`src/rtl/lcd_regbank_pkg.sv`:
```
package lcd_regbank_pkg;
  localparam int WORD_W = 32;
  localparam int OFS_W  = 8;
  localparam int DIM_W  = 10;
  localparam int HI_W   = WORD_W - DIM_W;

  localparam logic [OFS_W-1:0] OFS_CTRL = 8'h00;
  localparam logic [OFS_W-1:0] OFS_TIM0 = 8'h04;
  localparam logic [OFS_W-1:0] OFS_TIM1 = 8'h08;
  localparam logic [OFS_W-1:0] OFS_TIM2 = 8'h0C;
  localparam logic [OFS_W-1:0] OFS_STAT = 8'h10;
  localparam logic [OFS_W-1:0] OFS_SUBP = 8'h14;

  localparam logic [WORD_W-1:0] CTRL_KEEP_MASK = 32'h01CF_F300;
  localparam logic [WORD_W-1:0] CTRL_RD_ONES   = 32'hFE00_0C34;
  localparam logic [WORD_W-1:0] TIM0_RD_ONES   = 32'h0000_000F;
  localparam logic [WORD_W-1:0] TIM2_RD_ONES   = 32'hFC00_0000;
  localparam logic [WORD_W-1:0] SUBP_WR_MASK   = 32'hA1FF_FFFF;

  typedef struct packed {
    logic [1:0]        mode;
    logic              tft;
    logic [1:0]        ien;
    logic              mono;
    logic              en;
    logic [WORD_W-1:0] keep;
  } ctrl_t;

  typedef struct packed {
    logic pal;
    logic sync;
    logic frame;
  } flags_t;

  function automatic logic [WORD_W-1:0] ctrl_word(input ctrl_t c);
    logic [WORD_W-1:0] w;
    w = c.keep | CTRL_RD_ONES;
    w[23]    = w[23] | c.tft;
    w[21:20] = w[21:20] | c.mode;
    w[7]     = w[7] | c.tft;
    w[4:3]   = w[4:3] | c.ien;
    w[1]     = w[1] | c.mono;
    w[0]     = w[0] | c.en;
    return w;
  endfunction

  function automatic logic [WORD_W-1:0] dim_word(input logic [HI_W-1:0] hi,
                                                 input logic [DIM_W-1:0] lo);
    return {hi, lo};
  endfunction

  function automatic logic [WORD_W-1:0] stat_word(input flags_t f);
    logic [WORD_W-1:0] w;
    w = '0;
    w[6] = f.pal;
    w[2] = f.sync;
    w[0] = f.frame;
    return w;
  endfunction

  function automatic logic irq_of(input flags_t f, input logic [1:0] ien);
    return (f.frame & ien[0]) | (f.pal & ien[1]) | f.sync;
  endfunction
endpackage

```
`src/rtl/lcd_cfg_regs.sv`:
```
module lcd_cfg_regs
  import lcd_regbank_pkg::*;
(
  input  logic                  clk,
  input  logic                  rst_n,
  input  logic                  wr_ctrl,
  input  logic                  wr_tim0,
  input  logic                  wr_tim1,
  input  logic                  wr_tim2,
  input  logic                  wr_subp,
  input  logic [WORD_W-1:0]     wdata,
  input  logic                  ev_sync_err,
  output ctrl_t                 ctrl,
  output logic [HI_W-1:0]       tim0_hi,
  output logic [HI_W-1:0]       tim1_hi,
  output logic [DIM_W-1:0]      width_m1,
  output logic [DIM_W-1:0]      height_m1,
  output logic [WORD_W-1:0]     tim2,
  output logic [WORD_W-1:0]     subp,
  output logic                  en_rise,
  output logic                  en_fall,
  output logic [1:0]            fall_mode
);
  assign en_rise   = wr_ctrl &  wdata[0] & ~ctrl.en;
  assign en_fall   = wr_ctrl & ~wdata[0] &  ctrl.en;
  assign fall_mode = wdata[21:20];

  always_ff @(posedge clk) begin
    if (!rst_n) begin
      ctrl      <= '0;
      tim0_hi   <= '0;
      tim1_hi   <= '0;
      width_m1  <= '0;
      height_m1 <= '0;
      tim2      <= '0;
      subp      <= '0;
    end else begin
      if (wr_ctrl) begin
        ctrl.mode <= wdata[21:20];
        ctrl.tft  <= wdata[7];
        ctrl.ien  <= wdata[4:3];
        ctrl.mono <= wdata[1];
        ctrl.en   <= wdata[0];
        ctrl.keep <= wdata & CTRL_KEEP_MASK;
      end
      if (ev_sync_err) ctrl.en <= 1'b0;
      if (wr_tim0) {tim0_hi, width_m1}  <= wdata;
      if (wr_tim1) {tim1_hi, height_m1} <= wdata;
      if (wr_tim2) tim2 <= wdata;
      if (wr_subp) subp <= wdata & SUBP_WR_MASK;
    end
  end

  a_r10_sync_clears_enable: assert property (@(posedge clk) disable iff (!rst_n)
    ev_sync_err |=> !ctrl.en);
  a_r4_subp_masked: assert property (@(posedge clk) disable iff (!rst_n)
    (subp & ~SUBP_WR_MASK) == '0);
endmodule

```
`src/rtl/lcd_status_flags.sv`:
```
module lcd_status_flags
  import lcd_regbank_pkg::*;
(
  input  logic       clk,
  input  logic       rst_n,
  input  logic       en_rise,
  input  logic       en_fall,
  input  logic [1:0] fall_mode,
  input  logic       ev_frame_done,
  input  logic       ev_palette_done,
  input  logic       ev_sync_err,
  input  logic [1:0] ien,
  output flags_t     flags,
  output logic       irq
);
  flags_t nxt;

  always_comb begin
    nxt = flags;
    if (en_rise) begin
      nxt.frame = 1'b0;
      nxt.pal   = 1'b0;
    end
    if (en_fall) begin
      nxt.sync = 1'b0;
      if (fall_mode != 2'd1) nxt.frame = 1'b1;
    end
    if (ev_frame_done)   nxt.frame = 1'b1;
    if (ev_palette_done) nxt.pal   = 1'b1;
    if (ev_sync_err)     nxt.sync  = 1'b1;
  end

  always_ff @(posedge clk) begin
    if (!rst_n) flags <= '0;
    else        flags <= nxt;
  end

  assign irq = irq_of(flags, ien);

  a_r7_sync_unmasked: assert property (@(posedge clk) disable iff (!rst_n)
    flags.sync |-> irq);
  a_r7_quiet_when_masked: assert property (@(posedge clk) disable iff (!rst_n)
    (ien == 2'b00 && !flags.sync) |-> !irq);
  a_r8_fall_clears_sync: assert property (@(posedge clk) disable iff (!rst_n)
    (en_fall && !ev_sync_err) |=> !flags.sync);
  a_r8_fall_sets_frame: assert property (@(posedge clk) disable iff (!rst_n)
    (en_fall && fall_mode != 2'd1) |=> flags.frame);
  a_r9_rise_clears: assert property (@(posedge clk) disable iff (!rst_n)
    (en_rise && !ev_frame_done && !ev_palette_done) |=> (!flags.frame && !flags.pal));
endmodule

```
`src/rtl/lcd_read_port.sv`:
```
module lcd_read_port
  import lcd_regbank_pkg::*;
(
  input  logic              clk,
  input  logic              rst_n,
  input  logic              rd_req,
  input  logic [OFS_W-1:0]  rd_addr,
  input  ctrl_t             ctrl,
  input  logic [HI_W-1:0]   tim0_hi,
  input  logic [HI_W-1:0]   tim1_hi,
  input  logic [DIM_W-1:0]  width_m1,
  input  logic [DIM_W-1:0]  height_m1,
  input  logic [WORD_W-1:0] tim2,
  input  logic [WORD_W-1:0] subp,
  input  flags_t            flags,
  output logic [WORD_W-1:0] rdata,
  output logic              err
);
  logic [WORD_W-1:0] mux;
  logic              miss;

  always_comb begin
    mux  = '0;
    miss = 1'b0;
    unique case (rd_addr)
      OFS_CTRL: mux = ctrl_word(ctrl);
      OFS_TIM0: mux = dim_word(tim0_hi, width_m1) | TIM0_RD_ONES;
      OFS_TIM1: mux = dim_word(tim1_hi, height_m1);
      OFS_TIM2: mux = tim2 | TIM2_RD_ONES;
      OFS_STAT: mux = stat_word(flags);
      OFS_SUBP: mux = subp;
      default:  miss = 1'b1;
    endcase
  end

  always_ff @(posedge clk) begin
    if (!rst_n) begin
      rdata <= '0;
      err   <= 1'b0;
    end else begin
      err <= rd_req & miss;
      if (rd_req) rdata <= mux;
    end
  end

  a_r6_err_reads_zero: assert property (@(posedge clk) disable iff (!rst_n)
    err |-> rdata == '0);
  a_r6_err_after_request: assert property (@(posedge clk) disable iff (!rst_n)
    err |-> $past(rd_req));
endmodule

```
`src/rtl/lcd_regbank.sv`:
```
module lcd_regbank
  import lcd_regbank_pkg::*;
(
  input  logic              clk,
  input  logic              rst_n,
  input  logic              bus_valid,
  input  logic              bus_write,
  input  logic [7:0]        bus_addr,
  input  logic [31:0]       bus_wdata,
  output logic [31:0]       bus_rdata,
  output logic              bus_err,
  input  logic              ev_frame_done,
  input  logic              ev_palette_done,
  input  logic              ev_sync_err,
  output logic [1:0]        cfg_mode,
  output logic              cfg_tft,
  output logic              cfg_mono,
  output logic              cfg_enable,
  output logic [9:0]        cfg_width_m1,
  output logic [9:0]        cfg_height_m1,
  output logic [31:0]       cfg_timing2,
  output logic [31:0]       cfg_subpanel,
  output logic              irq
);
  logic           wr_en, rd_req;
  ctrl_t          ctrl;
  flags_t         flags;
  logic [HI_W-1:0] tim0_hi, tim1_hi;
  logic           en_rise, en_fall;
  logic [1:0]     fall_mode;

  assign wr_en  = bus_valid &  bus_write;
  assign rd_req = bus_valid & ~bus_write;

  lcd_cfg_regs u_cfg (
    .clk(clk), .rst_n(rst_n),
    .wr_ctrl(wr_en && bus_addr == OFS_CTRL),
    .wr_tim0(wr_en && bus_addr == OFS_TIM0),
    .wr_tim1(wr_en && bus_addr == OFS_TIM1),
    .wr_tim2(wr_en && bus_addr == OFS_TIM2),
    .wr_subp(wr_en && bus_addr == OFS_SUBP),
    .wdata(bus_wdata), .ev_sync_err(ev_sync_err),
    .ctrl(ctrl), .tim0_hi(tim0_hi), .tim1_hi(tim1_hi),
    .width_m1(cfg_width_m1), .height_m1(cfg_height_m1),
    .tim2(cfg_timing2), .subp(cfg_subpanel),
    .en_rise(en_rise), .en_fall(en_fall), .fall_mode(fall_mode)
  );

  lcd_status_flags u_flags (
    .clk(clk), .rst_n(rst_n),
    .en_rise(en_rise), .en_fall(en_fall), .fall_mode(fall_mode),
    .ev_frame_done(ev_frame_done), .ev_palette_done(ev_palette_done),
    .ev_sync_err(ev_sync_err), .ien(ctrl.ien),
    .flags(flags), .irq(irq)
  );

  lcd_read_port u_rd (
    .clk(clk), .rst_n(rst_n),
    .rd_req(rd_req), .rd_addr(bus_addr),
    .ctrl(ctrl), .tim0_hi(tim0_hi), .tim1_hi(tim1_hi),
    .width_m1(cfg_width_m1), .height_m1(cfg_height_m1),
    .tim2(cfg_timing2), .subp(cfg_subpanel), .flags(flags),
    .rdata(bus_rdata), .err(bus_err)
  );

  assign cfg_mode   = ctrl.mode;
  assign cfg_tft    = ctrl.tft;
  assign cfg_mono   = ctrl.mono;
  assign cfg_enable = ctrl.en;

  a_r5_status_write_inert: assert property (@(posedge clk) disable iff (!rst_n)
    (wr_en && bus_addr == OFS_STAT && !ev_frame_done && !ev_palette_done && !ev_sync_err)
      |=> $stable(flags));
  a_r1_reset_quiet: assert property (@(posedge clk)
    !rst_n |=> (!irq && !cfg_enable && !bus_err));
endmodule

```
`config.mk`:
```
export PLATFORM = sky130hd
export DESIGN_NAME = lcd_regbank
export DESIGN_NICKNAME = d
export VERILOG_FILES = /design/src/rtl/lcd_regbank_pkg.sv /design/src/rtl/lcd_cfg_regs.sv /design/src/rtl/lcd_status_flags.sv /design/src/rtl/lcd_read_port.sv /design/src/rtl/lcd_regbank.sv
export SDC_FILE = /design/constraint.sdc
export NUM_CORES = 1
export LEC_CHECK = 0
export BUFFER_PORTS_ARGS = -buffer_cell sky130_fd_sc_hd__buf_4
export CORE_UTILIZATION = 57
export DETAILED_ROUTE_END_ITERATION = 8
export GPL_TIMING_DRIVEN = 0
export PLACE_DENSITY = 0.81
export SLEW_MARGIN = 10
export SYNTH_ARGS = -nofsm -noshare
export SYNTH_HDL_FRONTEND = slang
export SYNTH_HIERARCHICAL = 1
export SYNTH_SLANG_ARGS = --single-unit
```
`constraint.sdc`:
```
create_clock -name clk -period 3.3 [get_ports clk]
set_input_delay 0.33 -clock clk [delete_from_list [all_inputs] [get_ports clk]]
set_output_delay 0.33 -clock clk [all_outputs]
set_load 0.05 [all_outputs]
```
## Word-level counts from Yosys, hierarchy flattened

Index checks and enable logic that the tools add are counted.

- Word-level logic and storage cells: 58
- Register bits after elaboration: 179
- Output and inout port bits: 123
- Bits of input ports: 47

- Equal/unequal tests: 6
- Reductions and logical operators: 10
- Bitwise logic cells: 16
- Mux-type cells: 9

Operators by type and width:

| kind | count |
|---|---|
| 32-bit case mux with 6 select lines | 1 |
| 8-bit by 4-bit == test with 1-bit output, second input constant | 2 |
| 8-bit by 5-bit == test with 1-bit output, second input constant | 2 |
| 1-bit AND | 9 |
| 8-bit by 3-bit == test with 1-bit output, second input constant | 1 |
| 8-bit zero test | 1 |
| 1-bit two-way mux | 7 |
| 6-bit OR reduction | 1 |
| 1-bit logical AND | 5 |
| 1-bit inverter | 4 |
| 2-bit nonzero test | 2 |
| 1-bit OR | 3 |
| 2-bit two-way mux | 1 |
| 2-bit by 1-bit != test with 1-bit output, second input constant | 1 |
| 2-bit OR reduction | 1 |

## Logic depth before layout (Yosys ltp)

Gate-level depths: netlist (run 1).

- Depth after elaboration: 8
- Gate-level depth with buffers: 8
- Depth with buffers taken out: 6

## Cells and area by module

The synthesis (run 1) kept the hierarchy.

By module, submodules not included:

| module | times used | seq. area each (sq um) | cells each | area each (sq um) |
|---|---|---|---|---|
| lcd_cfg_regs | 1 | 2862.7 | 492 | 5743.0 |
| lcd_read_port | 1 | 660.6 | 248 | 2228.4 |
| lcd_status_flags | 1 | 60.1 | 13 | 120.1 |
| lcd_regbank | 1 | 0.0 | 12 | 88.8 |

## Worst setup path after synthesis (run 1)

Ideal clock, no wire load.

- Kind: input to register
- Start: input bus_addr[5]
- End: register u_flags/flags[0] (netlist name)
- Data arrival time: 1.805 ns
- Path buffers: 2
- Library setup time: 0.126 ns
- Data required time: 3.174 ns
- Stages: 8
- Slack: 1.370 ns
- Cell sequence: or4b_4 -> nor4_1 -> buf_4 -> buf_12 -> and3b_1 -> inv_1 -> a21oi_1 -> a21boi_0

- Word-level cells in the longest chain between the ends: 8
- Elaborated cells between the ends (all ways): 10
- Those cells by class: 4 x mux; 4 x bitwise; 2 x reduce/logical

RTL lines:

| element | line | RTL |
|---|---|---|
| start: declaration | lcd_regbank.sv:8 | `input logic [7:0] bus_addr,` |
| 8-bit zero test (*) | lcd_regbank.sv:37 | `.wr_ctrl(wr_en && bus_addr == OFS_CTRL),` |
| 1-bit logical AND (*) | lcd_regbank.sv:37 |  |
| 1-bit AND (*) (2 in a row) | lcd_cfg_regs.sv:24 | `assign en_rise = wr_ctrl & wdata[0] & ~ctrl.en;` |
| named net en_rise | lcd_regbank.sv:29 | `logic en_rise, en_fall;` |
| 1-bit two-way mux (*) | lcd_status_flags.sv:20 | `if (en_rise) begin` |
| 1-bit two-way mux | lcd_status_flags.sv:26 | `if (fall_mode != 2'd1) nxt.frame = 1'b1;` |
| 2-bit two-way mux (*) | lcd_status_flags.sv:24 | `if (en_fall) begin` |
| 1-bit two-way mux (*) | lcd_status_flags.sv:28 | `if (ev_frame_done) nxt.frame = 1'b1;` |

The timed path passes the listed nets; every way through them passes the cells marked *. The select of a mux whose other input is x is not followed.
A chain may end at the register's enable or synchronous reset.

==> impl_metrics.json, run 1 <==
{
  "relSlewSlack": 0.374,
  "syn-instance-count": 753,
  "min_period_ns": 2.02,
  "drtIter0Drc": 510,
  "outcome": "completed",
  "clk_pin_slew_ns": 0.06,
  "wire_per_inst_microns": 21.0,
  "grt_util_all_layers": 0.331,
  "irDropWorstVdd_mv": 0.391,
  "grt_pass1_wl_mm": 35.9,
  "critPathLaunchType": "input pin",
  "drv_cap": 0,
  "synthToLayoutAreaGrowth_pct": 25.9,
  "critPathKind": "in -> reg",
  "slowest_delay_ns": 0.56,
  "p_per_area_nw_per_um2": 447,
  "cts_setup_buffers": 0,
  "vias": 6494,
  "final_common_cell": "buf_4",
  "fin_nets": 994,
  "pre_cts_ws_ns": 0.921,
  "tightest_slew_ns": 0.938,
  "clock_latency_ns": 0.43,
  "die_area_sq_um": 14700,
  "hp-class": "in -> reg",
  "finClkSkew_ns": 0.00576,
  "gp_congestion": 0.924,
  "hpwl_mm": 17.2,
  "fin_util": 0.734,
  "synth_area_sq_um": 8090,
  "antenna-diode-count": 0,
  "hold_viol_final": 0,
  "most-common-layout-cells": "buf_4, dfxtp_1, mux2i_1",
  "slew_viol_final": 0,
  "p_clk_frac": 0.451,
  "crit_chain": "buf_4 > clkbuf_1 > nor2b_1 > clkbuf_1 > clkbuf_1 > a22oi_1 > o21ai_0",
  "p_seq_frac": 0.478,
  "die_h_microns": 121,
  "antenna_found_initial": 0,
  "rsz0062_at_grt": "false",
  "fin_crit_sh": 0.613,
  "syn_avg_cell_area_sq_um": 10.7,
  "cts_tree": "yes",
  "cts_resized": 0,
  "grt_pass1_vias": 6353,
  "htreeDepth": 4,
  "die_w_microns": 121,
  "drive_gt1_frac": 0.291,
  "fmax_mhz": 494,
  "numCtsBuffers": 17,
  "grt_max_degree": 17,
  "nFillCells": 1025,
  "ant_nets": 0,
  "hold_buffers": 0,
  "start_util": 0.583,
  "setup_ws_ns": 1.28,
  "cpMostUsedCell": "clkbuf_1",
  "via_per_inst": 5.70,
  "crit_fanout": 12,
  "arrival_ns": 2.38,
  "cts_buffer_depth": 2,
  "cts-root-buf": "clkbuf_16",
  "io_buffers": 164,
  "setup_viol": 0,
  "power_frac_comb": 0.072,
  "required_ns": 3.66,
  "switchingPower_uw": 1050,
  "slowest_stage": "clkbuf_1",
  "clock-sinks": 179,
  "grt_overflow": 0,
  "core_sq_um": 13900,
  "switching_share": 0.230,
  "postRouteWirelength_mm": 23.9,
  "power_leakage_uw": 0.00378,
  "yosys_warnings": 6,
  "end_kind": "register",
  "route.detailed.drc": 0,
  "fin_setup_tns_ns": 0,
  "intPower_uw": 3510,
  "placementRows": 43,
  "top_level_ports": 170,
  "dr.pass1.iters": 5
}
==> metrics by stage <==
step | total power [uW] | hold WS, ns | cell area, sq um | instances
floorplan | 2400 | 0.400 | 8130 | 764
global placement | 2540 | 0.444 | 9590 | 1108
detailed placement | 2540 | 0.452 | 9590 | 1108
CTS | 4570 | 0.0575 | 10200 | 1140
global route | 4690 | 0.0572 | 10200 | 1140
finish | 4560 | 0.0708 | 10200 | 1140
==> per-layer routing <==
layer | vias up | wire [microns] | track usage | share of wire
li1 | 2997 | - | - | -
met1 | 3141 | 9880 | 0.431 | 0.41
met2 | 307 | 11500 | 0.535 | 0.48
met3 | 49 | 1920 | 0.0569 | 0.080
met4 | 0 | 645 | 0.149 | 0.027
met5 | - | 0 | 0 | 0
==> final cells by class <==
cell class | count | area [sq um] | share of cell area
multi-input cells | 514 | 4000 | 0.392
flip-flops and latches | 179 | 3580 | 0.352
repair buffers | 164 | 1230 | 0.121
plain buffers | 66 | 534 | 0.0524
clock buffers | 18 | 439 | 0.0431
well taps | 180 | 225 | 0.0221
clock inverters | 14 | 160 | 0.0157
inverters | 5 | 18.8 | 0.00184
==> critical path: cells and delay by family <==
family | cells | cell delay [ns]
compound gates | 2 | 0.32
simple gates | 1 | 0.20
buf+inv | 4 | 1.54
==> power by group through the flow <==
stage,Sequential [uW],Clock (uW),Combinational (uW)
global route,2180,2180,339
finish,2180,2050,327
global placement,2220,0,315
floorplan,2240,0,161
detailed placement,2220,0,319
CTS,2180,2070,320
==> flip-flops by register name, summed over array words and instances (netlist names) <==
name,flops
u_rd/err,1
u_rd/rdata,32
u_cfg/subp,27
u_cfg/tim1_hi,22
u_flags/flags,3
u_cfg/ctrl,20
u_cfg/tim0_hi,22
u_cfg/tim2,32
u_cfg/width_m1,10
u_cfg/height_m1,10
==> final timing paths <==
check	start	to	slack, ns	cells after the start
worst max-delay path	rst_n	u_rd/rdata[13]$_SDFFE_PN0P_	1.28	7
worst min-delay path	ev_sync_err	u_cfg/ctrl[32]$_SDFFE_PP0P_	0.07	2
worst max register to register	u_cfg/ctrl[36]$_SDFFE_PN0P_	u_rd/rdata[23]$_SDFFE_PN0P_	1.75	4
worst min register to register	u_rd/rdata[29]$_SDFFE_PN0P_	u_rd/rdata[29]$_SDFFE_PN0P_	0.47	2
Power figures use the tool's default switching activity.
==> run 2: changes to the inputs <==
- CORE_UTILIZATION: 57 -> 50
- PLACE_DENSITY: 0.81 -> 0.75
- clock period: 3.3 -> 1.82 ns (I/O delays scaled with it)
==> run 2 against run 1 <==
  * Final cell count increased by 3.3%
  * Die area increased by 14%
  * Via count decreased by 3.1%
  * Critical path depth unchanged
  * Non-clock buffer count is 2 higher
  * Clock skew shrank 0.00081 ns
  * Cell area increased by 1.2%
  * Sequential power increased by 81%
  * Setup slack worse by 1.1 ns
  * Sequential cell count stayed put
  * Largest cell class unchanged
  * Highest routed layer unchanged
==> impl_metrics.json, run 2 (synthesis gave the netlist of run 1 again) <==
{
  "antenna-diode-count": 0,
  "nFillCells": 1322,
  "hpwl_mm": 16.7,
  "worst-path-stages": 7,
  "setup_viol": 0,
  "vias": 6295,
  "relSlewSlack": 0.386,
  "route.met2.wl_mm": 10.8,
  "crit_fanout": 12,
  "route.detailed.drc": 0,
  "wirelength_met1_mm": 10.1,
  "hp-class": "in -> reg",
  "clk_pin_slew_ns": 0.07,
  "stdcell_count": 1178,
  "top_level_ports": 170,
  "cts_tree": "yes",
  "gp_congestion": 0.919,
  "placed_cells": 1144,
  "fin_crit_sh": 0.928,
  "critPathTopFamily": "buffers and inverters",
  "slowest_stage": "clkbuf_1",
  "final_common_cell": "buf_4",
  "critPathBufInv": 4,
  "htreeDepth": 4,
  "core_sq_um": 15800,
  "intPower_uw": 6720,
  "fin_nets": 996,
  "end_kind": "register",
  "slew_viol_final": 0,
  "die_area_sq_um": 16700,
  "p_seq_frac": 0.461,
  "die_h_microns": 129,
  "most-common-layout-cells": "buf_4, dfxtp_1, mux2i_1",
  "largestRegisters": "u_cfg/tim2 (32), u_rd/rdata (32), u_cfg/subp (27)",
  "crit_end": "u_rd/rdata[12]$_SDFFE_PN0P_",
  "p_clk_frac": 0.470,
  "hold_viol_final": 0,
  "antenna_found_initial": 0,
  "drtIter0Drc": 521,
  "critPathKind": "in -> reg",
  "cts_buffer_depth": 2,
  "postRouteWirelength_mm": 23.1,
  "wire_per_inst_microns": 19.6,
  "setup_ws_ns": 0.132,
  "min_period_ns": 1.69,
  "power.total_uw": 8560,
  "pre_cts_ws_ns": -0.408,
  "fin_util": 0.652,
  "drive_gt1_frac": 0.290,
  "reg2regPathDepth": 4,
  "grt_util_all_layers": 0.280,
  "grt_pass1_wl_mm": 34.5,
  "crit_start": "rst_n",
  "ant_nets": 0,
  "reg2reg_to": "u_rd/rdata[23]$_SDFFE_PN0P_",
  "cts-root-buf": "clkbuf_16",
  "power_frac_comb": 0.069,
  "critPathLaunchType": "input pin",
  "switchingPower_uw": 1840,
  "synthToLayoutAreaGrowth_pct": 27.5,
  "r2r_slack_ns": 0.23,
  "arrival_ns": 2.04,
  "whs_path_depth": 3,
  "clock-sinks": 179,
  "worstReg2RegStart": "u_cfg/ctrl[36]$_SDFFE_PN0P_",
  "required_ns": 2.17,
  "start_util": 0.511,
  "outcome": "completed",
  "dr.pass1.iters": 5,
  "die_w_microns": 129,
  "clock_latency_ns": 0.43,
  "fmax_mhz": 592,
  "grt_overflow": 0,
  "top_layer_used": "met4",
  "via_per_inst": 5.34,
  "p_per_area_nw_per_um2": 830,
  "rsz0062_at_grt": "false",
  "tightest_slew_ns": 0.921,
  "wl_met3_mm": 1.65,
  "cts_setup_buffers": 0,
  "placementRows": 46,
  "switching_share": 0.215,
  "finClkSkew_ns": 0.00495,
  "grt_pass1_vias": 6020,
  "power_leakage_uw": 0.00382,
  "slowest_delay_ns": 0.45,
  "crit_chain": "buf_4 > clkbuf_1 > nor2b_1 > clkbuf_1 > clkbuf_2 > a22oi_1 > o21ai_0",
  "io_buffers": 164,
  "irDropWorstVdd_mv": 0.658,
  "numCtsBuffers": 17,
  "fin_hold_ws_ns": 0.0377,
  "cpMostUsedCell": "clkbuf_1",
  "grt_max_degree": 17,
  "drv_cap": 0
}
run 2: cell types whose count changed in the layout (fill, tap and decap cells not counted), moves of 2 or more:
cell,change
dlygate4sd3_1,+2
clkinv_2,-3
clkbuf_2,+2
clkinvlp_4,-3
bufinv_16,+2
clkbuf_8,+2
run 2: per-stage QoR:
step	cell area (sq um)	setup TNS [ns]
after detailed placement	9630	-21.86
after global routing	10300	0
after floorplan	8130	0
after global placement	9630	-19.96
final	10300	0
after CTS	10300	0
run 2: power by group through the flow:
stage | registers (uW) | logic [uW] | clock network (uW)
final | 3940 | 594 | 4030
after detailed placement | 4030 | 578 | 0
after floorplan | 4060 | 292 | 0
after global routing | 3940 | 624 | 4240
after CTS | 3940 | 584 | 4090
after global placement | 4030 | 578 | 0
run 2: what timing repair did:
item | CTS | global route
hold buffers | 2 | 0
endpoints found under the hold margin | 3 | 0
resized for setup | 0 | 5
endpoints found under the setup margin | 0 | 21
run 2: area by class of cell:
class,instances,area [sq um],area share
inverter,5,18.8,0.00182
buffer,66,537,0.0521
tap,216,270,0.0262
timing repair buffer,166,1250,0.121
sequential,179,3580,0.347
clock inverter,9,174,0.0169
multi-input combinational,514,4000,0.388
clock buffer,23,478,0.0463
run 2: worst register-to-register path: cells and delay by family (launching register included):
family	cells	cell delay, ns
compound gates	2	0.25
flops	1	0.40
mux	1	0.46
simple gates	1	0.34
run 2: worst min-delay path by stage:
stage | from | end | slack, ns
2_1_floorplan | ev_sync_err | u_cfg/ctrl[32]$_SDFFE_PP0P_ | 0.25
3_3_place_gp | ev_sync_err | u_cfg/ctrl[32]$_SDFFE_PP0P_ | 0.36
3_5_place_dp | ev_sync_err | u_cfg/ctrl[32]$_SDFFE_PP0P_ | 0.36
4_1_cts | bus_wdata[25] | u_cfg/tim1_hi[15]$_SDFFE_PN0P_ | 0.03
5_1_grt | bus_wdata[26] | u_cfg/tim1_hi[16]$_SDFFE_PN0P_ | 0.04
6_report | bus_wdata[5] | u_cfg/width_m1[5]$_SDFFE_PN0P_ | 0.04
run 2: routing by layer:
layer / global-route usage / up-vias
met5: 0 / -
met4: 0.0983 / 0
met3: 0.0578 / 40
met2: 0.451 / 260
met1: 0.372 / 2998
li1: - / 2997
==> run 3: changes to the inputs <==
- CORE_UTILIZATION: 50 -> 49
- PLACE_DENSITY: 0.75 -> 0.74
- SYNTH_HIERARCHICAL: 1 -> unset
==> run 3 against run 2 <==
  * First-iteration DRC count is 26% higher
  * Via count is 18% higher
  * Utilization is 0.28 points lower
  * Final cell count is 14% higher
  * Total power is 6.2% lower
  * Register-to-register slack better by 0.31 ns
  * Critical path type unchanged
  * Wire length is 9.9% higher
  * Clock skew is 0.00060 ns lower
  * Maximum frequency is 4.3% lower
  * Combinational power is 11% lower
  * Die area is 1.9% lower
  * Global-route usage is 3.9 points higher
==> impl_metrics.json, run 3 <==
{
  "min_period_ns": 1.76,
  "final_common_cell": "nand2_1",
  "synth-edff-count": 0,
  "antenna_found_initial": 0,
  "yosysTopAreaCell": "dfxtp_1",
  "irDropWorstVdd_mv": 0.655,
  "fin_nets": 1161,
  "clock_latency_ns": 0.43,
  "ys.flop_type": "dfxtp_1",
  "drtIter0Drc": 654,
  "outcome": "completed",
  "syn_avg_cell_area_sq_um": 8.42,
  "via_per_inst": 5.56,
  "cts_buffer_depth": 2,
  "synthToLayoutAreaGrowth_pct": 27.9,
  "start_util": 0.507,
  "largestRegisters": "u_cfg.tim2 (32), u_rd.rdata (32), u_cfg.subp (27)",
  "fin_crit_sh": 0.969,
  "grt_util_all_layers": 0.319,
  "vias": 7445,
  "synthArstFlopShare": 0,
  "hp-class": "in -> reg",
  "die_w_microns": 128,
  "yosysSeqAreaShare": 0.461,
  "setup_viol": 0,
  "hpwl_mm": 17.9,
  "p_per_area_nw_per_um2": 809,
  "design_area_sq_um": 9940,
  "cts-root-buf": "clkbuf_16",
  "relSlewSlack": 0.367,
  "synth_area_sq_um": 7770,
  "ys_ff_latch": 179,
  "placementRows": 45,
  "arrival_ns": 2.14,
  "grt_overflow": 0,
  "yosys-top-cells-area": "dfxtp_1, nand2_1, a21boi_0, mux2i_1, a21boi_1",
  "core_sq_um": 15300,
  "synth_cell_types": 52,
  "critPathLaunchType": "input pin",
  "drive_gt1_frac": 0.229,
  "grt_pass1_wl_mm": 39.2,
  "nFillCells": 1387,
  "fmax_mhz": 567,
  "die_area_sq_um": 16400,
  "fin_hold_ws_ns": 0.0166,
  "multiInputGateArea_sq_um": 3830,
  "htreeDepth": 4,
  "hold_viol_final": 0,
  "end_kind": "register",
  "numCtsBuffers": 17,
  "regArea_sq_um": 3580,
  "power.total_uw": 8040,
  "postRouteWirelength_mm": 25.4,
  "finClkSkew_ns": 0.00435,
  "tightest_slew_ns": 0.949,
  "io_buffers": 164,
  "die_h_microns": 128,
  "fin_util": 0.649,
  "rsz0062_at_grt": "false",
  "slew_viol_final": 0,
  "crit_fanout": 10,
  "yosys_warnings": 0,
  "drv_cap": 0,
  "power_leakage_uw": 0.00383,
  "yosysMostFrequentCell": "nand2_1",
  "antenna-diode-count": 0,
  "yosys.area.top_type_share": 0.461,
  "ys_top_cells_by_count": "nand2_1, dfxtp_1, a21boi_0",
  "wire_per_inst_microns": 18.9,
  "fin_setup_tns_ns": 0,
  "ant_nets": 0,
  "syn-instance-count": 923,
  "clk_pin_slew_ns": 0.06,
  "top_level_ports": 170,
  "reg2regPathDepth": 4,
  "whs_path_depth": 3,
  "grt_max_degree": 17,
  "grt_pass1_vias": 7103,
  "clock-sinks": 179,
  "gp_congestion": 0.936,
  "required_ns": 2.19,
  "critPathKind": "in -> reg",
  "most-common-layout-cells": "nand2_1, dfxtp_1, buf_4",
  "cts_tree": "yes",
  "place_area_sq_um": 9280,
  "route.detailed.drc": 0,
  "dr.pass1.iters": 6
}
==> run 3: changes by cell type in the layout (fill, tap and decap cells not counted), sizes merged, moves of 11 or more <==
cell | previous run | this run
nand2 | 32 | 318
nor2b | 153 | 5
a21boi | 1 | 147
mux2i | 161 | 41
clkbuf | 36 | 69
buf | 217 | 198
o21ai | 26 | 7
a22oi | 14 | 1
mux4 | 11 | 0
o221ai | 5 | 16
==> run 3: where the power goes <==
| group | switching [uW] | total, uW | internal [uW] | leakage, uW |
|---|---|---|---|---|
| sequential | 7.25 | 3930 | 3930 | 0.00144 |
| clock | 1520 | 3580 | 2060 | 0.000292 |
| combinational | 332 | 527 | 196 | 0.00210 |
==> run 3: kinds of logic after synthesis <==
family | share of synthesized area
other | 0.000483
AOI/OAI and AO/OA | 0.216
DFF | 0.461
muxes | 0.0586
and+or+nand+nor | 0.213
buffers and inverters | 0.0507
==> run 3: worst paths after layout <==
check	from	to	slack, ns
setup / recovery	bus_addr[5]	u_rd.rdata[4]$_SDFFE_PN0P_	0.06
hold reg to reg	u_rd.rdata[29]$_SDFFE_PN0P_	u_rd.rdata[29]$_SDFFE_PN0P_	0.44
hold / removal	bus_wdata[25]	u_cfg.tim0_hi[15]$_SDFFE_PN0P_	0.02
setup reg to reg	u_cfg.ctrl[34]$_SDFFE_PN0N_	u_rd.rdata[3]$_SDFFE_PN0P_	0.54
==> run 3: worst max-delay path: stages <==
cell and delay, ns:
buf_4 0.11, or3_1 0.50, buf_2 0.27, or3_1 0.52, o32ai_1 0.38, a22o_1 0.18
==> run 3: metrics by stage <==
stage	setup WS, ns	std cells
after detailed placement	-0.705	1302
after CTS	0.00749	1338
after global placement	-0.662	1302
after floorplan	0.000471	927
after global routing	0.00239	1338
final	0.0557	1338
==> run 3: area by class of cell <==
class,count,area share
well taps,211,0.0266
flip-flops and latches,179,0.361
plain buffers,77,0.0403
clock inverters,9,0.00781
inverters,4,0.00151
repair buffers,168,0.127
multi-input cells,667,0.386
clock buffers,23,0.0501
==> run 3: repair_timing <==
item,in CTS,in global routing
cloned,0,0
hold endpoints to repair,1,0
endpoints found under the setup margin,35,109
gates resized for setup,3,30
hold buffers,1,0
setup buffers,3,0
pin swaps,1,1
==> run 3: layer usage <==
| layer | wire length (microns) | vias to the layer above | track usage |
|---|---|---|---|
| met3 | 1850 | 50 | 0.0605 |
| met4 | 691 | 0 | 0.149 |
| met5 | 0 | - | 0 |
| met2 | 11800 | 327 | 0.509 |
| met1 | 11100 | 3563 | 0.417 |
| li1 | - | 3505 | - |
